--- src/rtl/seqctl_pkg.sv ---
package seqctl_pkg;
  localparam int OPC_W = 2;

  typedef enum logic [OPC_W-1:0] {
    OPC_ADD  = 2'b00,
    OPC_JMP  = 2'b01,
    OPC_JMPN = 2'b10,
    OPC_RSVD = 2'b11
  } opc_e;

  typedef struct packed {
    logic is_add;
    logic is_jmp;
    logic is_jmpn;
    logic is_rsvd;
  } insn_t;
endpackage

--- src/rtl/seq_step_counter.sv ---
module seq_step_counter #(
  parameter int NSTEPS = 7,
  localparam int CW = (NSTEPS > 1) ? $clog2(NSTEPS) : 1
) (
  input  logic          clk,
  input  logic          rst_n,
  input  logic          run,
  input  logic          clr,
  output logic [CW-1:0] cnt
);
  localparam logic [CW-1:0] LAST = CW'(NSTEPS - 1);

  always_ff @(posedge clk or negedge rst_n) begin
    if (!rst_n) begin
      cnt <= '0;
    end else if (run) begin
      if (clr || cnt == LAST) cnt <= '0;
      else                    cnt <= cnt + 1'b1;
    end
  end
endmodule

--- src/rtl/seq_step_decoder.sv ---
module seq_step_decoder #(
  parameter int NSTEPS = 7,
  localparam int CW = (NSTEPS > 1) ? $clog2(NSTEPS) : 1
) (
  input  logic [CW-1:0]     cnt,
  output logic [NSTEPS-1:0] t
);
  for (genvar i = 0; i < NSTEPS; i++) begin : g_step
    assign t[i] = (cnt == CW'(i));
  end
endmodule

--- src/rtl/seq_insn_decoder.sv ---
module seq_insn_decoder
  import seqctl_pkg::*;
(
  input  logic [OPC_W-1:0] opc,
  output insn_t            insn
);
  always_comb begin
    insn = '0;
    case (opc_e'(opc))
      OPC_ADD:  insn.is_add  = 1'b1;
      OPC_JMP:  insn.is_jmp  = 1'b1;
      OPC_JMPN: insn.is_jmpn = 1'b1;
      default:  insn.is_rsvd = 1'b1;
    endcase
  end
endmodule

--- src/rtl/seq_ctl_encoder.sv ---
module seq_ctl_encoder
  import seqctl_pkg::*;
#(
  parameter int NSTEPS = 7
) (
  input  logic [NSTEPS-1:0] t,
  input  insn_t             insn,
  input  logic              neg,
  output logic              zin,
  output logic              fin
);
  // Step positions of the sequences; NSTEPS must be at least 7.
  localparam int S_FETCH = 0;
  localparam int S_T4    = 3;
  localparam int S_T5    = 4;
  localparam int S_T6    = 5;
  localparam int S_T7    = 6;

  always_comb begin
    zin = t[S_FETCH]
        | (t[S_T6] & insn.is_add)
        | (t[S_T5] & (insn.is_jmp | insn.is_jmpn));
    fin = (t[S_T7] & insn.is_add)
        | (t[S_T6] & insn.is_jmp)
        | (t[S_T4] & ~neg & insn.is_jmpn)
        | (t[S_T6] & insn.is_jmpn)
        | (t[S_T4] & insn.is_rsvd);
  end
endmodule

--- src/rtl/ctl_step_seq.sv ---
module ctl_step_seq
  import seqctl_pkg::*;
#(
  parameter int NSTEPS = 7,
  localparam int CW = (NSTEPS > 1) ? $clog2(NSTEPS) : 1
) (
  input  logic              clk,
  input  logic              rst_n,
  input  logic [1:0]        opcode,
  input  logic              neg_flag,
  input  logic              run,
  output logic [NSTEPS-1:0] step,
  output logic              zin,
  output logic              done
);
  logic [CW-1:0] cnt;
  insn_t         insn;

  seq_step_counter #(.NSTEPS(NSTEPS)) u_cnt (
    .clk(clk), .rst_n(rst_n), .run(run), .clr(done), .cnt(cnt)
  );

  seq_step_decoder #(.NSTEPS(NSTEPS)) u_tdec (
    .cnt(cnt), .t(step)
  );

  seq_insn_decoder u_idec (
    .opc(opcode), .insn(insn)
  );

  seq_ctl_encoder #(.NSTEPS(NSTEPS)) u_enc (
    .t(step), .insn(insn), .neg(neg_flag), .zin(zin), .fin(done)
  );
endmodule

--- config.mk ---
export PLATFORM = sky130hd
export DESIGN_NAME = ctl_step_seq
export DESIGN_NICKNAME = d
export VERILOG_FILES = /design/src/rtl/seqctl_pkg.sv /design/src/rtl/seq_step_counter.sv /design/src/rtl/seq_step_decoder.sv /design/src/rtl/seq_insn_decoder.sv /design/src/rtl/seq_ctl_encoder.sv /design/src/rtl/ctl_step_seq.sv
export SDC_FILE = /design/constraint.sdc
export NUM_CORES = 1
export LEC_CHECK = 0
export ABC_CLOCK_PERIOD_IN_PS = 1800
export CAP_MARGIN = 10
export CORE_AREA = 2 2 39 41
export CTS_CLUSTER_SIZE = 40
export DETAILED_ROUTE_END_ITERATION = 16
export DIE_AREA = 0 0 41 43
export PLACE_DENSITY_LB_ADDON = 0.05
export SYNTH_ARGS = -nofsm -noshare
export SYNTH_HDL_FRONTEND = slang
export SYNTH_SLANG_ARGS = --single-unit
--- constraint.sdc ---
create_clock -name clk -period 1.8 [get_ports clk]
set_clock_uncertainty 0.15 [all_clocks]
set_input_delay 0.27 -clock clk [delete_from_list [all_inputs] [get_ports clk]]
set_output_delay 0.27 -clock clk [all_outputs]
set_load 0.02 [all_outputs]
# == Yosys cells after proc, flatten, opt, wreduce, memory -nomap -nowiden ==
# Cells that the tools add are included.
# totals
reg_bits,3
output_inout_bits,9
wordCells,35
input_bits,6
# op_classes
bitwise_logic,16
addsub,1
eq_ne,8
mux,5
n_reduce_logical,4
# ops
cell,count
3-bit equality test (second input constant),3
1-bit bitwise AND,8
1-bit OR,7
3-bit by 2-bit equality test with 1-bit output (second input constant),2
1-bit two-way mux,4
3-bit by 1-bit adder with 3-bit output (second input constant),1
3-bit by 1-bit equality test with 1-bit output (second input constant),1
3-bit logical NOT,1
3-bit two-way mux,1
3-bit OR reduction,1
2-bit by 1-bit equality test with 1-bit output (second input constant),1
2-bit equality test (second input constant),1
2-bit logical NOT,1
1-bit logical OR,1
1-bit NOT,1

# == Logic depth before layout (Yosys ltp) ==
# Gate-level depths: netlist of run 1.
# depth
depth_word,9
mapped_depth,5
mapped_depth_nobuf,5

# == Cells and area by module ==
# Synthesis of run 1 repeated with hierarchy kept, for this count alone.
# unflattened
hier_cells,34
area_unflattened_um2,294.0
# modules_own_cells
module,cells_per_inst,n_inst,seq_area_each_um2,area_per_inst_um2
seq_step_counter,15,1,75.1,171.4
seq_step_decoder,7,1,0.0,57.6
seq_ctl_encoder,8,1,0.0,38.8
seq_insn_decoder,4,1,0.0,26.3

# == Least setup slack after synthesis of run 1 ==
# No wires, ideal clock.
# synth_path
path_kind,register to output
from,register u_cnt.cnt[0]
to,output done
t_arrival_ns,1.254
path_buffers,0
stages_incl_launch_ff,5
required_ns,1.380
setup_slack_ns,0.126
path_cell_list,dfrtp_1 -> ha_1 -> ha_1 -> o21a_1 -> o21bai_1
# synth_via
elab_chain_len,6
word_cells_on_any_way,13
classes_between,eq/ne: 3; bitwise: 10
# synth_rtl
element,line,text
start: declaration,seq_step_counter.sv:9,output logic [CW-1:0] cnt
start signal: assignment,seq_step_counter.sv:18,else cnt <= cnt + 1'b1;
3-bit by 2-bit equality test with 1-bit output (*),seq_step_decoder.sv:9,assign t[i] = (cnt == CW'(i));
via step[3],ctl_step_seq.sv:12,"output logic [NSTEPS-1:0] step,"
1-bit bitwise AND (2 in series),seq_ctl_encoder.sv:25,| (t[S_T4] & ~neg & insn.is_jmpn)
1-bit OR,seq_ctl_encoder.sv:25,
1-bit OR,seq_ctl_encoder.sv:26,| (t[S_T6] & insn.is_jmpn)
1-bit OR (*),seq_ctl_encoder.sv:27,| (t[S_T4] & insn.is_rsvd);
end: declaration,ctl_step_seq.sv:14,output logic done
# Mark *: on every way through the listed nets, which the timed path passes. The rest lies on a longest branch.

# == Worst setup path after layout of run 1 ==
# layout_path
from,input opcode[0]
to,output done
# layout_via
elab_chain_len,7
word_cells_on_any_way,17
classes_between,eq/ne: 2; mux: 4; bitwise: 9; reduce/logical: 2
# layout_rtl
element,line,text
start: declaration,ctl_step_seq.sv:9,"input logic [1:0] opcode,"
2-bit by 1-bit equality test with 1-bit output or 2-bit logical NOT (tied branches),seq_insn_decoder.sv:9,case (opc_e'(opc))
1-bit two-way mux,seq_insn_decoder.sv:9,
"1-bit bitwise AND, on equally long branches","seq_ctl_encoder.sv:24, seq_ctl_encoder.sv:23",
1-bit OR,seq_ctl_encoder.sv:24,| (t[S_T6] & insn.is_jmp)
1-bit OR,seq_ctl_encoder.sv:25,
1-bit OR,seq_ctl_encoder.sv:26,
1-bit OR (*),seq_ctl_encoder.sv:27,
# Every way passes the cells marked *; elsewhere a longest branch is shown, timed or not.

==> flow_metrics.env, run 1 <==
export IMPL_status="finished, violations left"
export IMPL_violations="setup timing"
export IMPL_worstPathCellList="dlygate4sd2_1 -> buf_4 -> ha_1 -> o21a_1 -> a21oi_2 -> o21bai_4 -> buf_6"
export IMPL_htreeDepth=1
export IMPL_die_area_mm2=0.001763
export IMPL_io_pins=15
export IMPL_cts_tree="done"
export IMPL_rsz0062_at_grt="yes"
export IMPL_wirelength_um=860
export IMPL_cap_violations=0
export IMPL_hold_viol_final=0
export IMPL_clk_latency_ns=0.23
export IMPL_hold_ws_ns=0.07116
export IMPL_grt_util_all_layers=0.1107
export IMPL_port_buffers=14
export IMPL_grt_pass1_wl_um=1331
export IMPL_synth_distinct_cells=14
export IMPL_initial_core_util=0.2486
export IMPL_hp_class="input port to async pin"
export IMPL_grt_pass1_vias=356
export IMPL_coreArea_mm2=0.001384
export IMPL_numCtsBuffers=3
export IMPL_largest_registers="u_cnt.cnt (3)"
export IMPL_arrival_ns=1.43
export IMPL_cts_max_path_buffers=2
export IMPL_postSynthNetCount=54
export IMPL_vias=356
export IMPL_avgSynthCellArea_um2=8.823
export IMPL_fp_dieW_um=41
export IMPL_ys_async_sr_fraction=1.000
export IMPL_vias_per_cell=4.341
export IMPL_worstSetupEndpointType="output pin"
export IMPL_post_place_ws_ns=-0.6358
export IMPL_yosysWarnings=0
export IMPL_die_height_um=43
export IMPL_yosys_register_bits=3
export IMPL_cts_sinks=3
export IMPL_synth_area_leaders="ha_1 (33%), dfrtp_1 (22%), nor2b_1 (7.3%)"
export IMPL_diodes=0
export IMPL_antenna_found_initial=0
export IMPL_synthTopCellsByCount="ha_1 (9), inv_1 (5), nand2_1 (4), nor2b_1 (4)"
export IMPL_slew_viol_final=0
export IMPL_row_count=14
export IMPL_p_per_area_mw_per_mm2=1340
export IMPL_leakage_nw=0.3082
export IMPL_clkTransAtPathRegs_ns=0.04
export IMPL_crit_fanout=2
export IMPL_setup_slack_ns=-0.05206
export IMPL_fin_nets=82
export IMPL_place_congestion=0.6330
export IMPL_slowest_stage="dlygate4sd2_1"
export IMPL_synth_top_area_share=0.3273
export IMPL_crit_path_start_kind="input port"
export IMPL_peakVddDrop_mv=0.6088
export IMPL_drt_iter0_drc=0
export IMPL_drt_first_pass_iters=1
export IMPL_slew_headroom=0.8282
export IMPL_fin_crit_sh=1.029
export IMPL_drtAntennaViolNets=0
export IMPL_yosys_most_used_dff="dfrtp_1"
export IMPL_wire_per_inst_um=10.49
export IMPL_drc=0
export IMPL_worstMarginPinSlew_ns=0.2569
export IMPL_max_stage_delay_ns=0.24
export IMPL_crit_type="input port to output pin"
export IMPL_fmax_mhz=539.9
export IMPL_setup_viol=1
export IMPL_syn_to_final_growth_pct=86.55
export IMPL_synth_most_common_cell="ha_1"
export IMPL_fin_crit_ns=1.852
export IMPL_netlist_instances=39
export IMPL_cp_required_ns=1.38
export IMPL_grt_max_degree=8
export IMPL_globalRouteOverflowTotal=0
export IMPL_synth_top_area_cell="ha_1"
export IMPL_largest_reg_flops=3
export IMPL_syn_area_um2=344.1
export IMPL_layout_drive_gt1_share=0.5000
export IMPL_ys_seq_area_frac=0.2182
export IMPL_hpwlAfterDp_um=714.5
export IMPL_synth_edf_count=0
export IMPL_regMostFlops="u_cnt.cnt"
export IMPL_cts_root_buf="clkbuf_4"
layout by cell type (no fill, tap or decap), drive strengths merged:
cell,count
o21a,3
o32ai,2
clkdlybuf4s15,2
dlygate4sd2,2
o21ai,1
buf,16
o31ai,1
clkdlybuf4s50,3
clkbuf,4
a21oi,1
dfrtp,3
inv,5
ha,9
nand2,4
nor2b,4
nand2b,1
and2,3
o21bai,1
or2b,1
where the power goes:
group          internal, mW  leakage (nW)  switching (mW)  total [mW]
Combinational         0.301         0.258           0.301       0.602
Sequential            0.101        0.0351          0.0428       0.144
Clock                0.0828        0.0150          0.0315       0.114
worst max-delay path, delay by kind of cell:
kind	cells	cell delay [ns]
buffers and inverters	3	0.51
AOI/OAI and AO/OA	3	0.45
adders and majority gates	1	0.19
cells by family (layout without fill, tap and decap cells):
| kind of cell | Yosys count | after routing | share of synthesized area |
|---|---|---|---|
| fa+ha+maj | 9 | 9 | 0.3273 |
| simple gates | 13 | 13 | 0.2109 |
| buf+inv | 5 | 32 | 0.05455 |
| flops | 3 | 3 | 0.2182 |
| compound gates | 9 | 9 | 0.1891 |
metal layers:
layer | vias to the layer above | GRT usage | routed length, µm
li1 | 183 | - | -
met1 | 164 | 0.09385 | 319
met2 | 9 | 0.2250 | 493
met3 | 0 | 0.01571 | 46
met4 | 0 | 0.04000 | 0
met5 | - | 0 | 0
worst paths after layout:
path	to	slack [ns]	startpoint	cells after the start
setup / recovery	done	-0.05	opcode[0]	7
hold / removal	u_cnt.cnt[0]	0.07	rst_n	1
setup reg to reg	u_cnt.cnt[1]	0.09	u_cnt.cnt[0]	6
hold reg to reg	u_cnt.cnt[0]	0.46	u_cnt.cnt[0]	2
max in group asynchronous	u_cnt.cnt[1]	1.28	rst_n	1
min in group clk	u_cnt.cnt[0]	0.46	u_cnt.cnt[0]	2
stage by stage:
stage	setup TNS [ns]	cell area, µm²	power [mW]	instances	utilization
finish	-0.05206	641.9	0.8604	82	0.4638
global route	-0.1164	641.9	0.9344	82	0.4638
CTS	-0.06058	585.6	0.7702	82	0.4231
detailed placement	-2.780	564.3	0.6867	77	0.4078
global placement	-2.364	564.3	0.6751	77	0.4078
floorplan	0	344.1	0.4014	39	-
final cells by class:
class                      count  area, µm²
fill                         148      742.0
multi-input combinational     31      315.3
timing repair buffer          23      183.9
sequential                     3      77.57
clock buffer                   4      26.28
tap                           16      20.02
inverter                       5      18.77
repair_timing:
item	in CTS	in global routing
gates cloned	0	0
setup endpoints to repair	12	8
hold buffers	0	0
resized for setup	39	17
setup buffers	1	0
pin swaps	1	2
Note: power is estimated with default switching activity, not from simulation.
==> run 2, diff against run 1 <==
--- a/config.mk
+++ b/config.mk
@@ -11,6 +11,7 @@
 export CTS_CLUSTER_SIZE = 40
 export DETAILED_ROUTE_END_ITERATION = 16
 export DIE_AREA = 0 0 41 43
+export DONT_BUFFER_PORTS = 1
 export PLACE_DENSITY_LB_ADDON = 0.05
 export SYNTH_ARGS = -nofsm -noshare
 export SYNTH_HDL_FRONTEND = slang
==> flow_metrics.env, run 2 (synthesis results as in run 1) <==
export IMPL_clk_latency_ns=0.23
export IMPL_htreeDepth=1
export IMPL_drt_iter0_drc=0
export IMPL_slew_headroom=0.7217
export IMPL_cts_max_path_buffers=2
export IMPL_regMostFlops="u_cnt.cnt"
export IMPL_clkTransAtPathRegs_ns=0.04
export IMPL_cts_sinks=3
export IMPL_rsz0062_at_grt="yes"
export IMPL_grt_util_all_layers=0.1087
export IMPL_fin_crit_ns=1.832
export IMPL_fin_crit_sh=1.018
export IMPL_diodes=0
export IMPL_setup_viol=1
export IMPL_hold_viol_final=0
export IMPL_syn_to_final_growth_pct=50.91
export IMPL_violations="setup timing"
export IMPL_layout_commonest_cell="buf_4"
export IMPL_grt_pass1_wl_um=1317
export IMPL_grt_pass1_vias=352
export IMPL_die_height_um=43
export IMPL_fp_dieW_um=41
export IMPL_slew_viol_final=0
export IMPL_stdcell_area_um2=519.2
export IMPL_wire_per_inst_um=11.65
export IMPL_cp_required_ns=1.38
export IMPL_critPathCapture="done"
export IMPL_layout_common_cells="buf_4 (8), ha_1 (5), nand2_1 (4)"
export IMPL_crit_path_start_kind="flop"
export IMPL_power_mw=0.7320
export IMPL_cts_root_buf="clkbuf_4"
export IMPL_numCtsBuffers=3
export IMPL_setup_slack_ns=-0.03159
export IMPL_reg2reg_from="u_cnt.cnt[1]"
export IMPL_coreArea_mm2=0.001384
export IMPL_initial_core_util=0.2486
export IMPL_cap_violations=0
export IMPL_worstRegToRegCells=5
export IMPL_status="finished, violations left"
export IMPL_vias=307
export IMPL_drtAntennaViolNets=0
export IMPL_grt_max_degree=8
export IMPL_post_place_ws_ns=0.07069
export IMPL_die_area_mm2=0.001763
export IMPL_fmax_mhz=546.0
export IMPL_wirelength_um=804
export IMPL_globalRouteOverflowTotal=0
export IMPL_reg2reg_slack_ns=0.24
export IMPL_worstMarginPinSlew_ns=0.4165
export IMPL_vias_per_cell=4.449
export IMPL_antenna_found_initial=0
export IMPL_p_per_area_mw_per_mm2=1410
export IMPL_drc=0
export IMPL_row_count=14
export IMPL_fin_nets=69
export IMPL_worstSetupEndpointType="output pin"
export IMPL_port_buffers=0
export IMPL_placed_cell_area_um2=401.6
export IMPL_utilization=0.3752
export IMPL_drt_first_pass_iters=1
export IMPL_leakage_nw=0.2418
export IMPL_largest_registers="u_cnt.cnt (3)"
export IMPL_io_pins=15
export IMPL_r2r_end="u_cnt.cnt[2]"
export IMPL_startpoint="u_cnt.cnt[1]"
export IMPL_min_from="run"
export IMPL_cts_tree="done"
export IMPL_largest_reg_flops=3
export IMPL_layout_drive_gt1_share=0.3774
export IMPL_arrival_ns=1.41
export IMPL_crit_type="flop to output pin"
export IMPL_hp_class="input port to flop"
export IMPL_peakVddDrop_mv=0.4000
export IMPL_crit_fanout=3
export IMPL_place_congestion=0.7369
run 2: cell count changes in the layout (fill, tap and decap cells not counted), sizes merged:
cell           previous run  this run
buf                      16         8
dlygate4sd2               2         0
dlygate4sd3               0         2
clkdlybuf4s15             2         0
clkdlybuf4s50             3         0
run 2: layer usage:
layer / GRT usage / share of wire
met1: 0.1036 / 0.39
met3: 0.005236 / 0.046
met5: 0 / 0
met2: 0.2063 / 0.56
met4: 0.06000 / 0
run 2: how the worst min path moves through the flow:
stage	end	slack (ns)	cells after the start
after floorplan	u_cnt.cnt[0]	-0.18	0
after global placement	u_cnt.cnt[2]	-0.18	0
after detailed placement	u_cnt.cnt[2]	-0.18	0
after CTS	u_cnt.cnt[0]	0.04	2
after global routing	u_cnt.cnt[0]	0.06	2
final	u_cnt.cnt[0]	0.05	2
run 2: critical path: stages, from the launching register on:
cell	delay, ns
dfrtp_1	0.40
ha_2	0.22
ha_4	0.16
o21a_1	0.10
o21bai_1	0.15
buf_4	0.16
run 2: through the flow:
step           hold slack, ns  setup TNS (ns)  std cells
3_3_place_gp          -0.1755               0         60
4_1_cts               0.03914        -0.05193         69
5_1_grt               0.06167        -0.09925         69
6_report              0.04841        -0.03159         69
2_1_floorplan         -0.1756               0         39
3_5_place_dp          -0.1755               0         60
run 2: cell type report:
type	count	area (µm²)
Clock buffer	4	26.28
Fill cell	151	864.6
Inverter	5	18.77
Multi-Input combinational cell	31	299.0
Sequential cell	3	75.07
Tap cell	16	20.02
Timing Repair Buffer	10	80.08
run 2: repair_timing:
item,4_1_cts,5_1_grt
hold buffers,2,0
cloned,0,0
resized for setup,6,6
pin swaps,1,2
endpoints found under the hold margin,5,0
setup endpoints to repair,1,6
setup buffers,3,0
run 2: power breakdown:
part | internal [mW] | switching, mW
Combinational | 0.208 | 0.289
Clock | 0.0830 | 0.0342
Sequential | 0.0971 | 0.0203
Total | 0.389 | 0.343
